[config.mk]
export PLATFORM = sky130hd
export DESIGN_NAME = pad_drive_ctrl
export DESIGN_NICKNAME = d
export VERILOG_FILES = /design/src/rtl/pad_drive_pkg.sv /design/src/rtl/pad_data_path.sv /design/src/rtl/pad_enable_path.sv /design/src/rtl/pad_keeper.sv /design/src/rtl/pad_drive_ctrl.sv
export SDC_FILE = /design/constraint.sdc
export NUM_CORES = 1
export LEC_CHECK = 0
export BUFFER_PORTS_ARGS = -buffer_cell sky130_fd_sc_hd__buf_2
export CAP_MARGIN = 30
export CELL_PAD_IN_SITES_DETAIL_PLACEMENT = 0
export CELL_PAD_IN_SITES_GLOBAL_PLACEMENT = 1
export CORE_MARGIN = 4
export CORE_UTILIZATION = 35
export DETAILED_ROUTE_END_ITERATION = 6
export PLACE_DENSITY = 0.93
export SLEW_MARGIN = 20
export SYNTH_ARGS = -nofsm -noshare
export SYNTH_HDL_FRONTEND = slang
export SYNTH_SLANG_ARGS = --single-unit
[constraint.sdc]
create_clock -name clk -period 3.3 [get_ports clk]
set_input_delay 0.33 -clock clk [delete_from_list [all_inputs] [get_ports clk]]
set_output_delay 0.33 -clock clk [all_outputs]
set_load 0.05 [all_outputs]
[src/rtl/pad_drive_pkg.sv]
package pad_drive_pkg;

  typedef enum logic [1:0] {
    TS_HIGH_RELEASES = 2'b00,
    TS_LOW_RELEASES  = 2'b01,
    TS_ALWAYS_ON     = 2'b10,
    TS_ALWAYS_ON_ALT = 2'b11
  } tsense_e;

  // Per-bit drive permission from the raw 3-state control
  function automatic logic f_enable(input logic t, input logic [1:0] sense);
    case (sense)
      TS_HIGH_RELEASES: f_enable = ~t;
      TS_LOW_RELEASES:  f_enable = t;
      default:          f_enable = 1'b1;
    endcase
  endfunction

  // Resolve driver value and enable: {oe, o}
  function automatic logic [1:0] f_drive(input logic d, input logic en,
                                         input logic od, input logic used);
    if (!used)   f_drive = 2'b00;
    else if (od) f_drive = {en & ~d, 1'b0};
    else         f_drive = {en, d};
  endfunction

endpackage

[src/rtl/pad_data_path.sv]
module pad_data_path #(
  parameter int W = 4
) (
  input  logic         clk,
  input  logic         rst,
  input  logic         ce,
  input  logic         cfg_inv,
  input  logic         cfg_dreg,
  input  logic [W-1:0] core_d,
  output logic [W-1:0] data_sel
);
  logic [W-1:0] d_eff;
  logic [W-1:0] data_q;

  assign d_eff = core_d ^ {W{cfg_inv}};

  always_ff @(posedge clk) begin
    if (rst)     data_q <= '0;
    else if (ce) data_q <= d_eff;
  end

  assign data_sel = cfg_dreg ? data_q : d_eff;
endmodule

[src/rtl/pad_enable_path.sv]
module pad_enable_path
  import pad_drive_pkg::*;
#(
  parameter int W = 4
) (
  input  logic         clk,
  input  logic         rst,
  input  logic         ce,
  input  logic [1:0]   cfg_tsense,
  input  logic         cfg_treg,
  input  logic [W-1:0] core_t,
  output logic [W-1:0] en_sel
);
  logic [W-1:0] en_raw;
  logic [W-1:0] en_q;

  for (genvar i = 0; i < W; i++) begin : g_en
    assign en_raw[i] = f_enable(core_t[i], cfg_tsense);
  end

  always_ff @(posedge clk) begin
    if (rst)     en_q <= '0;
    else if (ce) en_q <= en_raw;
  end

  assign en_sel = cfg_treg ? en_q : en_raw;
endmodule

[src/rtl/pad_keeper.sv]
module pad_keeper #(
  parameter int   W         = 4,
  parameter logic FLOAT_LVL = 1'b0
) (
  input  logic         clk,
  input  logic         rst,
  input  logic         cfg_keep,
  input  logic [W-1:0] drv_o,
  input  logic [W-1:0] drv_oe,
  output logic [W-1:0] lvl
);
  logic [W-1:0] hold_q;

  for (genvar i = 0; i < W; i++) begin : g_keep
    always_ff @(posedge clk) begin
      if (rst)            hold_q[i] <= 1'b0;
      else if (drv_oe[i]) hold_q[i] <= drv_o[i];
    end
    assign lvl[i] = drv_oe[i] ? drv_o[i] : (cfg_keep ? hold_q[i] : FLOAT_LVL);
  end
endmodule

[src/rtl/pad_drive_ctrl.sv]
module pad_drive_ctrl
  import pad_drive_pkg::*;
#(
  parameter int   W         = 4,
  parameter logic FLOAT_LVL = 1'b0
) (
  input  logic         clk,
  input  logic         rst,
  input  logic         ce,
  input  logic         cfg_inv,
  input  logic [1:0]   cfg_tsense,
  input  logic         cfg_dreg,
  input  logic         cfg_treg,
  input  logic         cfg_od,
  input  logic         cfg_keep,
  input  logic         cfg_used,
  input  logic [W-1:0] core_d,
  input  logic [W-1:0] core_t,
  output logic [W-1:0] pad_o,
  output logic [W-1:0] pad_oe,
  output logic [W-1:0] pad_lvl
);
  logic [W-1:0] data_sel;
  logic [W-1:0] en_sel;

  pad_data_path #(.W(W)) u_data (
    .clk(clk), .rst(rst), .ce(ce), .cfg_inv(cfg_inv), .cfg_dreg(cfg_dreg),
    .core_d(core_d), .data_sel(data_sel)
  );

  pad_enable_path #(.W(W)) u_en (
    .clk(clk), .rst(rst), .ce(ce), .cfg_tsense(cfg_tsense), .cfg_treg(cfg_treg),
    .core_t(core_t), .en_sel(en_sel)
  );

  for (genvar i = 0; i < W; i++) begin : g_drv
    logic [1:0] res;
    assign res       = f_drive(data_sel[i], en_sel[i], cfg_od, cfg_used);
    assign pad_oe[i] = res[1];
    assign pad_o[i]  = res[0];
  end

  pad_keeper #(.W(W), .FLOAT_LVL(FLOAT_LVL)) u_keep (
    .clk(clk), .rst(rst), .cfg_keep(cfg_keep),
    .drv_o(pad_o), .drv_oe(pad_oe), .lvl(pad_lvl)
  );
endmodule

==> flow_summary.yaml <==
placement:
  io_buffers: 30
  placed_cell_area_um2: 898.4
  gp_congestion: 0.6944
  place_hpwl_um: 1422
  dp_slack_ns: 1.227
clock_network:
  cts_sinks: 12
  worstSkewPairLatency_ns: 0.27
  cts_tree: "yes"
  post_cts_buffers: 0
  h-tree-depth: 1
  cts.clk_slew.worst_paths_ns: 0.07
  numCtsBuffers: 3
  cts_hold_buffers: 0
  root_buffer: "clkbuf_4"
  cts_buffer_depth: 2
  cts_resized: 0
power:
  p_total_mw: 0.3590
  power.density_nw_per_um2: 389.8
  peakVddDrop_mv: 0.2819
  power_leakage_nw: 0.3834
sta:
  tightestPinTransition_ns: 0.3621
  fin_ws_ns: 1.236
  drv_slew: 0
  finalCriticalPeriod_ns: 2.064
  rsz0062_at_grt: "no"
  fin_crit_sh: 0.6255
  timing.hold.ws_ns: 0.4049
  fin_tns_setup_ns: 0
  fin_skew_ns: 0.0003484
  slew_headroom: 0.7548
  setup_viol: 0
  hold_violations: 0
  timing.fmax_ghz: 0.4844
yosys:
  syn-cell-area_um2: 738.2
  synth_top_family_by_area: "simple AND/OR/NAND/NOR gates"
  synth_compound_area_frac: 0.2322
  synth_mux_area_frac: 0
  syn_nets: 111
  synth.largest_area_cell: "dfxtp_1"
  netlist_top_cells_area: "dfxtp_1 (33%), xnor2_1 (9.5%), a211oi_1 (8.1%), nand2b_1 (7.6%), nor2_1 (6.1%)"
  ys_seq_area_frac: 0.3254
  postSynthCellCount: 92
  synth_area_per_cell_um2: 8.024
  synth_fa_ha_area_frac: 0
  ys_ff_latch: 12
  synth_flop_cell: "dfxtp_1"
  netlist_top_cells_count: "dfxtp_1 (12), nor2_1 (12), nand2b_1 (9), a211oi_1 (8), xnor2_1 (8)"
  ys_types: 21
  synth-edff-count: 0
  yosysTopAreaCellShare: 0.3254
  synth_xor_area_frac: 0.09492
  synthArstFlopShare: 0
  yosys.area_share.simple: 0.3051
  ys_warn_count: 0
global_routing:
  grt_first_pass_wirelength_um: 2601
  grt_antenna_before_repair: 0
  grt_max_degree: 17
  grtUsageTotal: 0.1266
  grt.overflow.total: 0
  grt_pass1_vias: 609
routing:
  first_pass_iters: 4
  drc: 0
  num_vias: 749
  first_iter_violations: 16
  wl_per_cell_um: 11.60
  wirelength_um: 1717
  viasPerCell: 5.061
  final_antenna_net_count: 0
final_layout:
  syn_to_final_growth_pct: 24.75
  final_nets: 142
  nFillCells: 209
  final_cell_area_um2: 920.9
  drive_gt1_frac: 0.2975
  multi_input_area_um2: 466.7
  diodes: 0
  seq_area_um2: 240.2
die:
  dieArea_um2: 2908
  die_x_um: 53.93
  fp.dieH_um: 53.93
  initial_core_util: 0.3725
  io_pins: 31
  fp.coreArea_um2: 1982
  row_count: 16
job:
  maxCapViolations: 0
worst_setup_path:
  worstSetupPathType: "in -> out"
  worstPathRequired_ns: 2.97
  crit_fanout: 4
  cp-end-kind: "primary output"
  startpoint_type: "input pin"
  critPathArrivalTime_ns: 1.73
outcome:
  status: "finished clean"
min_path:
  hold_class: "in -> reg"
[metrics by stage]
step / util / instances
after floorplan: - / 92
after global placement: 0.4533 / 145
after global routing: 0.4646 / 148
after CTS: 0.4646 / 148
after detailed placement: 0.4533 / 145
final: 0.4646 / 148
[final cells by class]
class | instances | area share
Sequential cell | 12 | 0.2609
Tap cell | 27 | 0.03668
Timing Repair Buffer | 30 | 0.1630
Clock buffer | 3 | 0.02446
Inverter | 2 | 0.008152
Multi-Input combinational cell | 74 | 0.5068
[state kept, by name (all words and copies together) (netlist names)]
name,flops
u_data.data_q,4
u_en.en_q,4
u_keep.hold_q,4
[power breakdown]
group          internal (mW)  total (mW)  switching [mW]
logic                 0.0397       0.113          0.0732
registers              0.154       0.158         0.00451
clock network         0.0423      0.0876          0.0453
total                  0.236       0.359           0.123
[logic make-up after synthesis]
group / Yosys count
AO/OA/AOI/OAI: 24
XOR/XNOR: 8
buffers and inverters: 6
flip-flops: 12
AND/OR/NAND/NOR: 42
[routing by layer]
metal | share of wire | global-route usage | vias up
met5 | 0 | 0 | -
met1 | 0.47 | 0.1672 | 329
li1 | - | - | 393
met2 | 0.44 | 0.1855 | 25
met3 | 0.087 | 0.06094 | 2
met4 | 0.0058 | 0.02553 | 0
[final timing paths]
kind                                       start          endpoint  slack, ns  cells after the start
worst min-delay path                         rst      u_en.en_q[3]       0.40                      2
worst max-delay path                     cfg_inv        pad_lvl[3]       1.24                      6
worst max register to register      u_en.en_q[1]  u_keep.hold_q[1]       2.06                      4
worst min register to register  u_keep.hold_q[2]  u_keep.hold_q[2]       0.49                      2
[worst max-delay path: stages]
cell     delay (ns)
buf_2          0.13
xnor2_1        0.16
and2_4         0.17
or4_1          0.55
o21ai_0        0.09
buf_2          0.28
[placed cells by master (no fill, tap or decap)]
cell / count
or4_1: 4
o22ai_1: 7
a211oi_1: 8
nand2_1: 5
nand2b_1: 9
nor2b_2: 1
nor2_1: 12
o22ai_2: 1
o21ai_0: 4
nor2b_1: 3
and2_1: 3
xnor2_1: 8
dfxtp_1: 12
and2_4: 1
o311ai_1: 4
nor3_1: 4
clkbuf_4: 3
inv_1: 2
buf_2: 30
(Power assumes the default switching activity.)
